`src/rtl/dual_mac40.sv`:
```
module dual_mac40 (
  input  logic        clk,
  input  logic        rst_n,
  input  logic        in_valid,
  output logic        in_ready,
  input  logic [2:0]  op,
  input  logic [31:0] src_a,
  input  logic [31:0] src_b,
  input  logic [39:0] acc_in,
  input  logic        st_en,
  input  logic        st_w32,
  input  logic [2:0]  st_shift,
  output logic        out_valid,
  output logic [39:0] acc_out,
  output logic [31:0] store_out,
  output logic        ovf
);
  localparam logic [2:0] OP_MAC   = 3'd0;
  localparam logic [2:0] OP_DOT   = 3'd1;
  localparam logic [2:0] OP_SIMD  = 3'd2;
  localparam logic [2:0] OP_MUL16 = 3'd3;
  localparam logic [2:0] OP_MUL32 = 3'd4;

  logic        s1_v, s1_pb, s1_en, s1_w32;
  logic [2:0]  s1_op, s1_sh;
  logic [31:0] s1_a, s1_b;
  logic [39:0] s1_acc;
  logic signed [33:0] p0, p1;
  logic signed [47:0] part_q;

  logic pass_b, accept, dual;
  logic [31:0] ua, ub;
  logic [2:0]  uop;
  logic signed [16:0] m0x, m0y, m1x, m1y;
  logic signed [33:0] m0, m1;

  assign pass_b   = s1_v && (s1_op == OP_MUL32) && !s1_pb;
  assign in_ready = !pass_b;
  assign accept   = in_valid && in_ready;

  assign ua   = pass_b ? s1_a  : src_a;
  assign ub   = pass_b ? s1_b  : src_b;
  assign uop  = pass_b ? s1_op : op;
  assign dual = (uop == OP_DOT) || (uop == OP_SIMD);

  assign m0x = pass_b ? {1'b0, ua[15:0]} : {ua[31], ua[31:16]};
  assign m0y = {ub[31], ub[31:16]};
  assign m1x = pass_b ? {1'b0, ua[15:0]} : (dual ? {ua[15], ua[15:0]} : {ua[31], ua[31:16]});
  assign m1y = dual ? {ub[15], ub[15:0]} : {1'b0, ub[15:0]};
  assign m0  = m0x * m0y;
  assign m1  = m1x * m1y;

  always_ff @(posedge clk or negedge rst_n) begin
    if (!rst_n) begin
      s1_v <= 1'b0; s1_pb <= 1'b0; s1_en <= 1'b0; s1_w32 <= 1'b0;
      s1_op <= '0; s1_sh <= '0; s1_a <= '0; s1_b <= '0; s1_acc <= '0;
      p0 <= '0; p1 <= '0;
    end else begin
      s1_v  <= accept || pass_b;
      s1_pb <= pass_b;
      p0    <= m0;
      p1    <= m1;
      if (accept) begin
        s1_op  <= op;     s1_a   <= src_a;  s1_b <= src_b;
        s1_acc <= acc_in; s1_en  <= st_en;
        s1_w32 <= st_w32; s1_sh  <= st_shift;
      end
    end
  end

  logic signed [47:0] pp;
  logic signed [63:0] full;
  logic signed [34:0] dsum;
  logic [39:0] nxt;

  assign pp   = ({{14{p0[33]}}, p0} <<< 16) + {{14{p1[33]}}, p1};
  assign full = ({{16{part_q[47]}}, part_q} <<< 16) + {{16{pp[47]}}, pp};
  assign dsum = {p0[33], p0} + {p1[33], p1};

  always_comb begin
    case (s1_op)
      OP_MAC:   nxt = s1_acc + {{5{p0[33]}}, p0, 1'b0};
      OP_DOT:   nxt = s1_acc + {{4{dsum[34]}}, dsum, 1'b0};
      OP_SIMD:  nxt = {s1_acc[39:20] + p0[30:11], s1_acc[19:0] + p1[30:11]};
      OP_MUL16: nxt = s1_acc + {{7{pp[47]}}, pp[47:15]};
      OP_MUL32: nxt = s1_acc + full[62:23];
      default:  nxt = s1_acc;
    endcase
  end

  logic [2:0] lsh;
  logic signed [47:0] sx, rr, rs;
  logic clip;
  logic [31:0] st_val;

  always_comb begin
    if ($signed(s1_sh) < -3'sd2)     lsh = 3'd0;
    else if ($signed(s1_sh) > 3'sd2) lsh = 3'd4;
    else                             lsh = s1_sh + 3'd2;
  end

  assign sx = $signed({{8{nxt[39]}}, nxt}) <<< lsh;
  assign rr = sx + (s1_w32 ? 48'sd2 : 48'sd131072);
  assign rs = s1_w32 ? (rr >>> 2) : (rr >>> 18);

  always_comb begin
    if (s1_w32) begin
      clip = !((&rs[47:31]) || !(|rs[47:31]));
      st_val = clip ? (rs[47] ? 32'h8000_0000 : 32'h7fff_ffff) : rs[31:0];
    end else begin
      clip = !((&rs[47:15]) || !(|rs[47:15]));
      st_val = clip ? (rs[47] ? 32'hffff_8000 : 32'h0000_7fff) : {{16{rs[15]}}, rs[15:0]};
    end
  end

  logic emit;
  assign emit = s1_v && !pass_b;

  always_ff @(posedge clk or negedge rst_n) begin
    if (!rst_n) begin
      out_valid <= 1'b0; acc_out <= '0; store_out <= '0; ovf <= 1'b0; part_q <= '0;
    end else begin
      out_valid <= emit;
      if (pass_b) part_q <= pp;
      if (emit) begin
        acc_out   <= nxt;
        store_out <= st_val;
        if (s1_en && clip) ovf <= 1'b1;
      end
    end
  end


  stall_once_chk: assert property (@(posedge clk) disable iff (!rst_n) !in_ready |=> in_ready);

  stall_after_wide_chk: assert property (@(posedge clk) disable iff (!rst_n)
    (accept && op == OP_MUL32) |=> !in_ready);

  issue_latency_chk: assert property (@(posedge clk) disable iff (!rst_n)
    (accept && op != OP_MUL32) |=> ##1 out_valid);

  ovf_hold_chk: assert property (@(posedge clk) disable iff (!rst_n) ovf |=> ovf);

  ovf_rise_chk: assert property (@(posedge clk) disable iff (!rst_n) $rose(ovf) |-> out_valid);

  store16_range_chk: assert property (@(posedge clk) disable iff (!rst_n)
    (emit && !s1_w32) |=> ((&store_out[31:15]) || !(|store_out[31:15])));
endmodule

```
`config.mk`:
```
export PLATFORM = sky130hd
export DESIGN_NAME = dual_mac40
export DESIGN_NICKNAME = d
export VERILOG_FILES = /design/src/rtl/dual_mac40.sv
export SDC_FILE = /design/constraint.sdc
export NUM_CORES = 2
export LEC_CHECK = 0
export ABC_AREA = 0
export BUFFER_PORTS_ARGS = -buffer_cell sky130_fd_sc_hd__clkbuf_2
export CAP_MARGIN = 20
export CORE_MARGIN = 8
export CORE_UTILIZATION = 37
export DETAILED_ROUTE_END_ITERATION = 8
export PLACE_DENSITY = 0.63
export SYNTH_ARGS = -nofsm -noshare
export SYNTH_HDL_FRONTEND = slang
export SYNTH_SLANG_ARGS = --single-unit
export TNS_END_PERCENT = 10
```
`constraint.sdc`:
```
create_clock -name clk -period 14.6 [get_ports clk]
set_input_delay 2.92 -clock clk [delete_from_list [all_inputs] [get_ports clk]]
set_output_delay 2.92 -clock clk [all_outputs]
set_load 0.005 [all_outputs]
```
# [Word level (Yosys, flattened, before mapping)]
# Index checks and enable logic that the tools add are counted.
# W data, S select, Z words.
[totals] register_bits=302 latch_bits=0 mem_bits_rw=0 romBits=0 input_bits=115 out_inout_bits=75 wordCells=77 mem_count=0
[op_classes] n_addsub=11 mul=2 div_mod_pow=0 magnitude_cmp=2 n_eq_ne=6 n_shift=1 n_mux=18 n_bitwise=0 reduce_logical=21
[ops] cell="$mux W32" n=7
[ops] cell="$pmux W40 S5" n=1
[ops] cell="$add A40 B40 Y40" n=4
[ops] cell="$mux W17" n=4
[ops] cell="$add A63 B63 Y63" n=1
[ops] cell="$add A48 B19 Y48" n=1
[ops] cell="$add A48 B48 Y48" n=1
[ops] cell="$sshl A40 B3 Y48" n=1
[ops] cell="$mux W45" n=1
[ops] cell="$add A20 B20 Y20" n=2
[ops] cell="$add A33 B34 Y35" n=1
[ops] cell="$mul A17 B17 Y34" n=1
[ops] cell="$mul A17 B16 Y33" n=1
[ops] cell="$reduce_and A33 Y1" n=1
[ops] cell="$reduce_or A33 Y1" n=1
[ops] cell="$mux W18" n=1
[ops] cell="$reduce_and A17 Y1" n=1
[ops] cell="$reduce_or A17 Y1" n=1
[ops] cell="$eq A3 B2 Y1 const B" n=3
[ops] cell="$mux W3" n=3
[ops] cell="$eq A3 B1 Y1 const B" n=2
[ops] cell="$logic_not A1 Y1" n=6
[ops] cell="$logic_and A1 B1 Y1" n=5
[ops] cell="$logic_or A1 B1 Y1" n=4
[ops] cell="7 further kinds" n=7

# [Longest topological paths before layout]
[depth] depth_word=14 depth_mapped=61

# [Worst setup path before layout]
# No wires, ideal clock.
[synth_timing] path_kind="register to register" start="register p0[0]" end="register store_out[10]" t_arrival_ns=11.185 required_ns=14.479 slack_ns=3.294 path_stages_with_launch=57 path_buffers=1 path_cell_list="dfrtp_1 -> ha_1 -> fa_1 -> a21o_1 -> a21oi_1 -> o21bai_1 -> a21oi_1 -> o21bai_1 -> a21oi_1 -> o21bai_1 -> a21oi_1 -> o21bai_1 -> a21oi_1 -> o21ai_0 -> o41ai_1 -> o21ai_0 -> o211a_1 -> o2111ai_1 -> [21 not listed] -> clkbuf_1 -> nand4_1 -> or3_1 -> and3_1 -> o21a_1 -> nor4b_1 -> a31oi_1 -> a221oi_1 -> o221ai_1 -> and3_1 -> nor3b_2 -> and4bb_1 -> xor2_1 -> or4_4 -> or4b_4 -> and3_4 -> o32a_1 -> a22o_1"
[synth_between] elab_chain_len=12 word_cells_on_any_way=24 cone_classes="add/sub (8); shift (1); mux (7); reduce/logical (8)"
[synth_rtl] element="start: declaration" line_no="28" source="logic signed [33:0] p0, p1;"
[synth_rtl] element="start signal: assignment" line_no="61" source="p0 <= m0;"
[synth_rtl] element="$add A48 B48 Y48 *" line_no="76" source="assign pp = ({{14{p0[33]}}, p0} <<< 16) + {{14{p1[33]}}, p1};"
[synth_rtl] element="net pp[44]" line_no="71" source="logic signed [47:0] pp;"
[synth_rtl] element="$add A63 B63 Y63" line_no="77" source="assign full = ({{16{part_q[47]}}, part_q} <<< 16) + {{16{pp[47]}}, pp};"
[synth_rtl] element="$add A40 B40 Y40" line_no="86" source="OP_MUL32: nxt = s1_acc + full[62:23];"
[synth_rtl] element="$pmux W40 S5 *" line_no="81" source="case (s1_op)"
[synth_rtl] element="$sshl A40 B3 Y48 *" line_no="102" source="assign sx = $signed({{8{nxt[39]}}, nxt}) <<< lsh;"
[synth_rtl] element="$add A48 B19 Y48 *" line_no="103" source="assign rr = sx + (s1_w32 ? 48'sd2 : 48'sd131072);"
[synth_rtl] element="$mux W45" line_no="104" source="assign rs = s1_w32 ? (rr >>> 2) : (rr >>> 18);"
[synth_rtl] element="$reduce_or A33 Y1 / $reduce_or A17 Y1 (equally long branches)" line_no="111, 108"
[synth_rtl] element="$logic_not A1 Y1, on equally long branches" line_no="111, 108"
[synth_rtl] element="$logic_or A1 B1 Y1, on equally long branches" line_no="111, 108"
[synth_rtl] element="$mux W32, on equally long branches" line_no="112, 109"
[synth_rtl] element="$mux W32 *" line_no="107" source="if (s1_w32) begin"
[synth_rtl] element="end signal: assignment" line_no="127" source="store_out <= st_val;"
[synth_rtl] element="end: declaration" line_no="15" source="output logic [31:0] store_out,"
# The timed path passes the listed nets; every way through them passes the cells marked *.
# A chain may end at the register's enable or synchronous reset.

# [Worst setup path in the final report]
[layout_timing] start="register p0[0]" end="register store_out[4]"
# The elaborated chain is that of the path after synthesis.

==> reports/qor.csv <==
stage;metric;value;unit
critical_path;r2r setup slk;0.92;ns
logic_synthesis;Synth cell types;120;
floorplanning;initial core utilization;37.32;%
route;Starting DRT DRC Count;3800;
grt;largest net degree at the start of global routing;97;
logic_synthesis;Syn Inst Count;5876;
worst_hold_path;worst hold path endpoint;acc_out[5];
final_layout;Area Growth Syn to Fin;8.596;%
critical_path;crit path DAT;14.16;ns
worst_hold_path;min-delay src;acc_out[5];
logic_synthesis;net count after synthesis;6974;
sta;final setup TNS;0;ns
sta;Final Cycle Share;93.71;%
clocking;Clock Sinks;286;
placement;DP HPWL;141.6;mm
worst_hold_path;Hold Crit Depth;2;
sta;unrepaired setup endpoints after global routing;no;
route;antenna-violating nets left;0;
critical_path;CP Capture Type;flip-flop;
route;drt wl/cell;22.19;microns
route;drt total wl;171.7;mm
clocking;Clk Latency, worst-skew pair;0.60;ns
logic_synthesis;ys flop type;dfrtp_1;
grt;initial antenna violation count;4;
clocking;Clock Path Buffers;3;
placement;Placer Congestion;0.9459;
grt;gr usage total;22.70;%
sta;number of setup violations in the final report;0;
sta;Fin Clk Skew;0.02601;ns
route;drc violations;0;
grt;grt ovf;0;
sta;Least-Margin Pin Slew;1.208;ns
logic_synthesis;Synth Cell Area;49120;sq um
clocking;cts bufs inserted;39;
floorplanning;Die Area;144700;sq um
clocking;CTS H-tree lvls;2;
critical_path;Setup CP Type;flip-flop to flip-flop;
final_layout;Final nets;7050;
critical_path;r2r endpoint;store_out[4];
critical_path;worst endpoint required time;15.08;ns
logic_synthesis;synthesized area per cell;8.360;sq um
floorplanning;chip height;380.4;microns
clocking;root buf cell;clkbuf_16;
clocking;CTS tree;built;
critical_path;Worst Path Max Fanout;10;
route;first-pass detailed-route iteration total;7;
clocking;clock slew at reported path FFs;0.06;ns
floorplanning;num rows;133;
clocking;Setup Buffers After CTS;0;
sta;WHS;0.4731;ns
logic_synthesis;FFs w/ async S/R, synth;100.0;%
logic_synthesis;cell taking the most area after synthesis;fa_1;
critical_path;crit path launch type;flip-flop;
route;total number of vias;43990;
final_layout;layout cells sized above 1;9.380;%
logic_synthesis;YS warnings;0;
sta;slew margin rel.;19.29;%
sta;Final Hold Fails;0;
job;Max-Cap Viols;0;
grt;vias in the first global route;43250;
logic_synthesis;largest cells by area after synthesis;fa_1, dfrtp_1, ha_1, nand2_1, inv_1;
worst_hold_path;Hold Crit Class;flip-flop to flip-flop;
logic_synthesis;area share of the largest cell type after synthesis;23.55;%
sta;fmax;73.09;MHz
floorplanning;Die X;380.4;microns
critical_path;CP max stage delay;0.60;ns
grt;first-pass GRT wire length;259.8;mm
clocking;# hold bufs at CTS;0;
logic_synthesis;register area share after synthesis;14.57;%
critical_path;worst reg2reg startpoint;p0[0];
sta;Slew Limit Fails;0;
run_status;status;complete, no violations;
placement;IO Port Bufs;189;
final_layout;commonest non-fill, non-tap cells in the layout;nand2_1, inv_1, fa_1, nor2_1, ha_1;
final_layout;most common cell after layout, fill and taps aside;nand2_1;
floorplanning;IO Pins;190;
critical_path;R2R cell count;52;
route;DR vias/cell;5.685;
sta;Tmin final;13.68;ns
logic_synthesis;number of synthesized register bits;286;
floorplanning;core area;131600;sq um
critical_path;CP max-delay cell;a31oi_1;
logic_synthesis;Post-synth EDFFs;0;
how the worst max path moves through the flow:
stage | start | to | slack, ns
after floorplan | p0[0] | store_out[10] | 3.29
after global placement | p0[0] | store_out[2] | 1.19
after detailed placement | p0[0] | store_out[4] | 1.05
after CTS | p0[0] | store_out[3] | 1.03
after global routing | p0[0] | store_out[1] | 0.08
final | p0[0] | store_out[4] | 0.92
per-layer routing:
layer / routed length (microns) / track usage (%) / vias up
li1: - / - / 20140
met1: 73580 / 30.58 / 21690
met2: 78690 / 37.21 / 1821
met3: 12810 / 3.307 / 334
met4: 6604 / 7.897 / 2
met5: 13 / 0 / -
area by class of cell:
type	count	area, sq um
fillers	13270	78280
multi-input cells	4703	38610
flip-flops and latches	286	7157
inverters	660	2480
well taps	1755	2196
repair buffers	262	1504
clock buffers	54	1145
clock inverters	16	255.2
diodes	2	5.005
worst max-delay path, delay by kind of cell, from the launching register on:
family | cells | cell delay [ns]
AOI/OAI and AO/OA | 29 | 7.42
muxes | 1 | 0.40
adders and majority gates | 4 | 1.39
DFF | 1 | 0.40
and+or+nand+nor | 14 | 3.23
xor gates and xnor gates | 2 | 0.45
buffers and inverters | 2 | 0.28
synthesized netlist by cell type (16+ instances only):
library cell	n
nand2_1	913
inv_1	656
fa_1	578
nor2_1	490
ha_1	405
o21ai_0	288
dfrtp_1	286
a21oi_1	276
clkbuf_1	175
xnor2_1	154
mux2_2	118
nand3_1	98
mux2i_1	90
a21o_1	88
nor3_1	77
nand2b_1	71
xor2_1	68
and2_1	59
nand4_1	57
and3_1	54
a31oi_1	53
o21a_1	53
a211oi_1	49
or3_1	44
o21bai_1	43
o211ai_1	39
o31ai_1	38
buf_2	30
nor2b_1	30
o22ai_1	27
or2_2	27
a211o_1	22
nor4_1	19
nand3b_1	17
o21ai_1	17
a221oi_1	16
or4_1	16
stage by stage:
stage | setup WS [ns] | util [%] | cell area, sq um | std cells
3_3_place_gp | 1.189 | 39.44 | 51910 | 7663
6_report | 0.9189 | 40.53 | 53350 | 7738
5_1_grt | 0.07748 | 40.53 | 53340 | 7737
2_1_floorplan | 3.294 | - | 49120 | 5876
3_5_place_dp | 1.045 | 39.44 | 51920 | 7664
4_1_cts | 1.035 | 40.51 | 53320 | 7734
sequential cells by signal, summed over array words and instances (netlist names):
signal / cells
s1_acc: 40
ovf: 1
s1_a: 16
store_out: 32
s1_pb: 1
acc_out: 40
p1: 34
out_valid: 1
s1_w32: 1
part_q: 47
s1_sh: 3
p0: 33
s1_en: 1
s1_op: 3
s1_b: 32
s1_v: 1
kinds of logic after synthesis:
group	count (synthesis)	synth area share, %
flops	286	14.57
xor+xnor	222	3.958
fa+ha+maj	983	33.87
simple gates	2050	19.12
mux	208	4.539
buf+inv	887	6.910
compound gates	1240	17.04
what timing repair did:
item,4_1_cts,5_1_grt
hold endpoints to repair,0,0
endpoints found under the setup margin,0,13
resized for setup,0,2
Power is not shown: default switching activity piles up to over one toggle a cycle in this logic, so the estimate is an artifact.
